<file path="src/rtl/dta_pkg.sv">
package dta_pkg;

    localparam int SEL_W = 4;
    localparam int NSRC  = 1 << SEL_W;
    localparam int NPER  = NSRC - 3;
    localparam int IDX_W = 3;
    localparam int VEC_W = 8;

    localparam logic [SEL_W-1:0] CODE_SOFT  = '0;
    localparam logic [SEL_W-1:0] CODE_EXT   = '1;
    localparam logic [SEL_W-1:0] CODE_CHAIN = CODE_EXT - 1'b1;

    typedef struct packed {
        logic             valid;
        logic [IDX_W-1:0] idx;
    } pick_t;

    function automatic logic [VEC_W-1:0] vec_encode(pick_t p);
        logic [IDX_W-1:0] n;
        n = p.idx + 1'b1;
        if (!p.valid) return '0;
        return {{(VEC_W-IDX_W-1){1'b0}}, n, 1'b0};
    endfunction

endpackage

</file>
<file path="src/rtl/dta_trig_sel.sv">
module dta_trig_sel
    import dta_pkg::*;
(
    input  logic             clk,
    input  logic             rst,
    input  logic [SEL_W-1:0] sel,
    input  logic             level,
    input  logic             sw,
    input  logic [NPER-1:0]  per,
    input  logic             chain,
    input  logic             ext,
    input  logic             take,
    output logic             req
);
    logic             src;
    logic             prev_q;
    logic             pend_q;
    logic             rise;
    logic [SEL_W-1:0] pidx;

    always_comb begin
        pidx = sel - 1'b1;
        if (sel == CODE_SOFT)       src = sw;
        else if (sel == CODE_CHAIN) src = chain;
        else if (sel == CODE_EXT)   src = ext;
        else                        src = per[pidx];
    end

    assign rise = src & ~prev_q;
    assign req  = level ? src : (pend_q | rise);

    always_ff @(posedge clk) begin
        if (rst) begin
            prev_q <= 1'b0;
            pend_q <= 1'b0;
        end else begin
            prev_q <= src;
            pend_q <= level ? 1'b0 : ((pend_q | rise) & ~take);
        end
    end
endmodule

</file>
<file path="src/rtl/dta_prio_arb.sv">
module dta_prio_arb
    import dta_pkg::*;
#(
    parameter int NCH = 3
) (
    input  logic           clk,
    input  logic           rst,
    input  logic [NCH-1:0] req,
    input  logic           rr_en,
    input  logic           eligible,
    output logic [NCH-1:0] take,
    output logic [NCH-1:0] grant
);
    logic [IDX_W-1:0] order_q [NCH];
    logic [IDX_W-1:0] eff     [NCH];
    logic [IDX_W-1:0] nxt     [NCH];
    pick_t            pick;
    int               pos;

    always_comb begin
        for (int k = 0; k < NCH; k++)
            eff[k] = rr_en ? order_q[k] : IDX_W'(k);
        pick = '0;
        for (int k = 0; k < NCH; k++)
            if (!pick.valid && req[eff[k]]) pick = '{valid: 1'b1, idx: eff[k]};
        take = '0;
        if (eligible && pick.valid) take[pick.idx] = 1'b1;
    end

    always_comb begin
        pos = 0;
        for (int k = 0; k < NCH; k++)
            if (eff[k] == pick.idx) pos = k;
        for (int k = 0; k < NCH; k++) begin
            if (k < pos)          nxt[k] = eff[k];
            else if (k < NCH - 1) nxt[k] = eff[(k + 1) % NCH];
            else                  nxt[k] = pick.idx;
        end
    end

    always_ff @(posedge clk) begin
        if (rst) begin
            grant <= '0;
            for (int k = 0; k < NCH; k++) order_q[k] <= IDX_W'(k);
        end else begin
            grant <= take;
            for (int k = 0; k < NCH; k++) begin
                if (!rr_en)    order_q[k] <= IDX_W'(k);
                else if (|take) order_q[k] <= nxt[k];
                else           order_q[k] <= eff[k];
            end
        end
    end
endmodule

</file>
<file path="src/rtl/dta_irq_vec.sv">
module dta_irq_vec
    import dta_pkg::*;
#(
    parameter int NCH = 3
) (
    input  logic             clk,
    input  logic             rst,
    input  logic [NCH-1:0]   set,
    input  logic             rd,
    output logic [NCH-1:0]   flags,
    output logic [VEC_W-1:0] vec
);
    pick_t          pick;
    logic [NCH-1:0] clr;

    always_comb begin
        pick = '0;
        for (int c = NCH - 1; c >= 0; c--)
            if (flags[c]) pick = '{valid: 1'b1, idx: IDX_W'(c)};
        clr = '0;
        if (rd && pick.valid) clr[pick.idx] = 1'b1;
    end

    assign vec = vec_encode(pick);

    always_ff @(posedge clk) begin
        if (rst) flags <= '0;
        else     flags <= (flags & ~clr) | set;
    end
endmodule

</file>
<file path="src/rtl/dta_trig_arb.sv">
module dta_trig_arb
    import dta_pkg::*;
#(
    parameter int NCH = 3
) (
    input  logic                 clk,
    input  logic                 rst,
    input  logic [NCH*SEL_W-1:0] trig_sel,
    input  logic [NCH-1:0]       level_mode,
    input  logic [NCH-1:0]       soft_req,
    input  logic [NPER-1:0]      periph_trig,
    input  logic                 ext_trig,
    input  logic [NCH-1:0]       done_set,
    input  logic                 rr_en,
    input  logic                 fetch_defer,
    input  logic                 fetch_strobe,
    input  logic                 vec_read,
    output logic [NCH-1:0]       grant,
    output logic [NCH-1:0]       irq_flags,
    output logic [VEC_W-1:0]     vec_out
);
    logic [NCH-1:0] req_w;
    logic [NCH-1:0] take_w;
    logic           eligible;

    assign eligible = ~fetch_defer | fetch_strobe;

    for (genvar c = 0; c < NCH; c++) begin : g_ch
        dta_trig_sel u_sel (
            .clk   (clk),
            .rst   (rst),
            .sel   (trig_sel[c*SEL_W +: SEL_W]),
            .level (level_mode[c]),
            .sw    (soft_req[c]),
            .per   (periph_trig),
            .chain (irq_flags[(c + NCH - 1) % NCH]),
            .ext   (ext_trig),
            .take  (take_w[c]),
            .req   (req_w[c])
        );
    end

    dta_prio_arb #(.NCH(NCH)) u_arb (
        .clk      (clk),
        .rst      (rst),
        .req      (req_w),
        .rr_en    (rr_en),
        .eligible (eligible),
        .take     (take_w),
        .grant    (grant)
    );

    dta_irq_vec #(.NCH(NCH)) u_vec (
        .clk   (clk),
        .rst   (rst),
        .set   (done_set),
        .rd    (vec_read),
        .flags (irq_flags),
        .vec   (vec_out)
    );
endmodule

</file>
<file path="config.mk">
export PLATFORM = sky130hd
export DESIGN_NAME = dta_trig_arb
export DESIGN_NICKNAME = d
export VERILOG_FILES = /design/src/rtl/dta_pkg.sv /design/src/rtl/dta_trig_sel.sv /design/src/rtl/dta_prio_arb.sv /design/src/rtl/dta_irq_vec.sv /design/src/rtl/dta_trig_arb.sv
export SDC_FILE = /design/constraint.sdc
export NUM_CORES = 1
export LEC_CHECK = 0
export CORE_ASPECT_RATIO = 0.5
export CORE_MARGIN = 2
export CORE_UTILIZATION = 35
export DETAILED_ROUTE_END_ITERATION = 8
export GPL_ROUTABILITY_DRIVEN = 0
export HOLD_SLACK_MARGIN = 0.1
export PLACE_DENSITY = 0.69
export RECOVER_POWER = 25
export SETUP_SLACK_MARGIN = 0.5
export SYNTH_ARGS = -nofsm -noshare
export SYNTH_HDL_FRONTEND = slang
export SYNTH_SLANG_ARGS = --single-unit
</file>
<file path="constraint.sdc">
create_clock -name clk -period 7.53 [get_ports clk]
set_clock_uncertainty 0.15 [all_clocks]
set_input_delay 1.8825 -clock clk [delete_from_list [all_inputs] [get_ports clk]]
set_output_delay 1.8825 -clock clk [all_outputs]
set_load 0.005 [all_outputs]
</file>
==> flow_summary.ini <==
[global_routing]
grt_usage = 0.171
antenna_found_initial = 0
grt_max_degree = 22
grt_pass1_vias = 2236
grt_pass1_wl_um = 10700
grt.overflow.total = 0

[timing]
slew_violations = 0
setup_violations = 0
min_period_ns = 5.99
finalHoldViolCount = 0
tightest_slew_ns = 0.719
maxSlewHeadroom = 0.519
setup-tns-final_ns = 0
period_share = 0.796
rsz0062_at_grt = no
timing.fmax_mhz = 167

[worst_hold_path]
hold_depth = 2
hold_class = register to register

[layout]
final_area_sq_um = 3060
fillerInstances = 684
final_common_cell = clkdlybuf4s50_1
seqCellArea_sq_um = 510
final_layout_size_suffix_gt1_frac = 0.0855
multi_input_area_sq_um = 1810
layout_common_cells = 43 x clkdlybuf4s50_1, 30 x nand2_1, 27 x nor2_1
fin_nets = 393
fin_util = 0.452
antennaDiodeCount = 0
area_delta_synth_final_pct = 22.9

[floorplan]
die_width_um = 123
dieHeight_um = 63.7
die-area_sq_um = 7850
start_util = 0.368
core_area_sq_um = 6780
pin_count = 55
core.rowCount = 21

[clock_network]
cts.clk_slew.worst_paths_ns = 0.06
clockBufferDepth = 2
htree_num_levels = 1
clk_latency_ns = 0.26
post_cts_resized = 0
cts_hold_buf = 0
cts.sinks = 21
post_cts_buffers = 0
cts_tree = done
cts_made_buffers = 3
cts_root_buf = clkbuf_16

[route]
first_pass_iters = 4
drt-total-wl_um = 6380
routed_via_density = 5.41
drt-initial-drc-count = 163
route.vias.total = 2330
antenna_left = 0
route.detailed.drc = 0
routedWlPerCell_um = 14.8

[placement]
hpwl_um = 5130
port-buffer-count = 48
dpl_cell_area_sq_um = 2980

[power_and_ir_drop]
power_density_nw_per_um2 = 156
leakagePower_nw = 1.18
ir_worst_vdd_mv = 0.101

[setup_path]
cp-start-kind = input pin
reg2reg_depth = 11
crit_fanout = 9
path_class = input pin to register
cp.required_ns = 7.39
slowest_delay_ns = 0.65
cp-end-kind = register
worst-path-buf-inv = 2
critical-path-top-delay-family = compound AO/OA/AOI/OAI gates
crit_chain = clkdlybuf4s50_1 -> inv_1 -> ha_1 -> mux4_2 -> a2111oi_0 -> a22o_2 -> a21oi_1 -> a211oi_1 -> o31ai_2 -> o41ai_4 -> mux2i_1 -> nor2_1
crit_path_top_delay_cell = clkdlybuf4s50_1
cp.depth = 12
arrival_ns = 5.85

[logic_synthesis]
synth-seq-cells = 21
synthFlopType = dfxtp_1
yosys_warnings = 0
seq_area_frac_synth = 0.205
avgSynthCellArea_sq_um = 8.34
async_reset_ff_frac = 0
yosysUniqueCellTypes = 70
synth.cell_area_sq_um = 2490
synth_edf_count = 9
postSynthCellCount = 299

[flow_run]
drv_cap = 0

[status]
status = complete, no violations
[synthesized netlist by cell type (3+ instances only)]
library cell	count	area, sq um
nor3b_1	5	37.5
xor2_1	4	35.0
a311o_1	4	40.0
o31ai_1	4	30.0
and3_1	3	18.8
or2_1	3	18.8
buf_4	9	67.6
and2_1	4	25.0
o22ai_1	3	18.8
nand3b_1	3	22.5
mux2i_1	7	70.1
o211ai_1	3	22.5
nand3_1	4	20.0
mux4_2	5	113
nand2_1	30	113
xnor2_1	5	43.8
o21ai_0	10	50.1
nor2b_1	7	43.8
nand2b_1	6	37.5
inv_1	19	71.3
a31oi_1	3	18.8
clkbuf_1	10	37.5
edfxtp_1	9	270
nor3_1	9	45.0
buf_6	3	33.8
dfxtp_1	12	240
a21oi_1	17	85.1
a22o_1	3	26.3
o21ai_1	3	15.0
ha_1	12	150
nor2_1	27	101
[worst reg2reg max path: stages, from the launching register on]
cell      delay, ns
dfxtp_1        0.38
inv_1          0.11
a22o_1         0.24
a31oi_1        0.22
o22ai_1        0.13
a22o_2         0.37
o311ai_1       0.46
a311oi_1       0.10
o31a_1         0.35
o41ai_4        0.42
mux2i_1        0.24
nor2_1         0.06
[report_power, final]
group          internal, mW  switching, mW  leakage (nW)  total [mW]
clock network        0.0715         0.0449        0.0409       0.116
registers             0.131         0.0132         0.187       0.144
logic                 0.104          0.113         0.954       0.217
[state kept, by name, summed over array words and instances (netlist names)]
signal and count:
g_ch.u_sel.pend_q 3, u_arb.order_q 9, u_arb.grant 3, u_vec.flags 3, g_ch.u_sel.prev_q 3
[final timing paths]
check | from | end | slack (ns)
hold / removal | g_ch[1].u_sel.pend_q | g_ch[1].u_sel.pend_q | 0.36
hold reg to reg | g_ch[1].u_sel.pend_q | g_ch[1].u_sel.pend_q | 0.36
setup / recovery | trig_sel[4] | u_arb.order_q[1][2] | 1.54
setup reg to reg | u_vec.flags[0] | u_arb.order_q[1][2] | 4.05
[through the flow]
stage | setup slack (ns) | hold WS, ns | cells | total power [mW]
global route | 1.10 | 0.407 | 431 | 0.507
floorplan | 2.12 | 0.324 | 312 | 0.304
finish | 1.54 | 0.365 | 431 | 0.478
CTS | 1.56 | 0.367 | 431 | 0.478
global placement | 1.41 | 0.342 | 427 | 0.357
detailed placement | 1.32 | 0.353 | 427 | 0.362
[layer usage]
| metal | global-route usage | up-vias | share of wire | routed length [um] |
|---|---|---|---|---|
| met3 | 0.0272 | 4 | 0.060 | 380 |
| met4 | 0.0369 | 0 | 0.0049 | 31 |
| met5 | 0 | - | 0 | 0 |
| met1 | 0.225 | 1099 | 0.46 | 2940 |
| li1 | - | 1156 | - | - |
| met2 | 0.293 | 71 | 0.47 | 3030 |
[cell type report]
cell class | instances | area share
clock inverters | 1 | 0.00163
multi-input cells | 247 | 0.590
repair buffers | 48 | 0.157
clock buffers | 3 | 0.0245
inverters | 19 | 0.0233
flip-flops and latches | 21 | 0.167
well taps | 92 | 0.0376
[cell families (layout without fill, tap and decap cells)]
family	Yosys count	in the layout	synth area share
other cells	2	15	0.00301
fa+ha+maj	12	12	0.0602
mux	14	14	0.0944
compound gates	76	76	0.242
xor+xnor	10	10	0.0382
flops	21	21	0.205
simple gates	120	120	0.267
buf+inv	44	71	0.0899
Power figures use the tool's default switching activity.
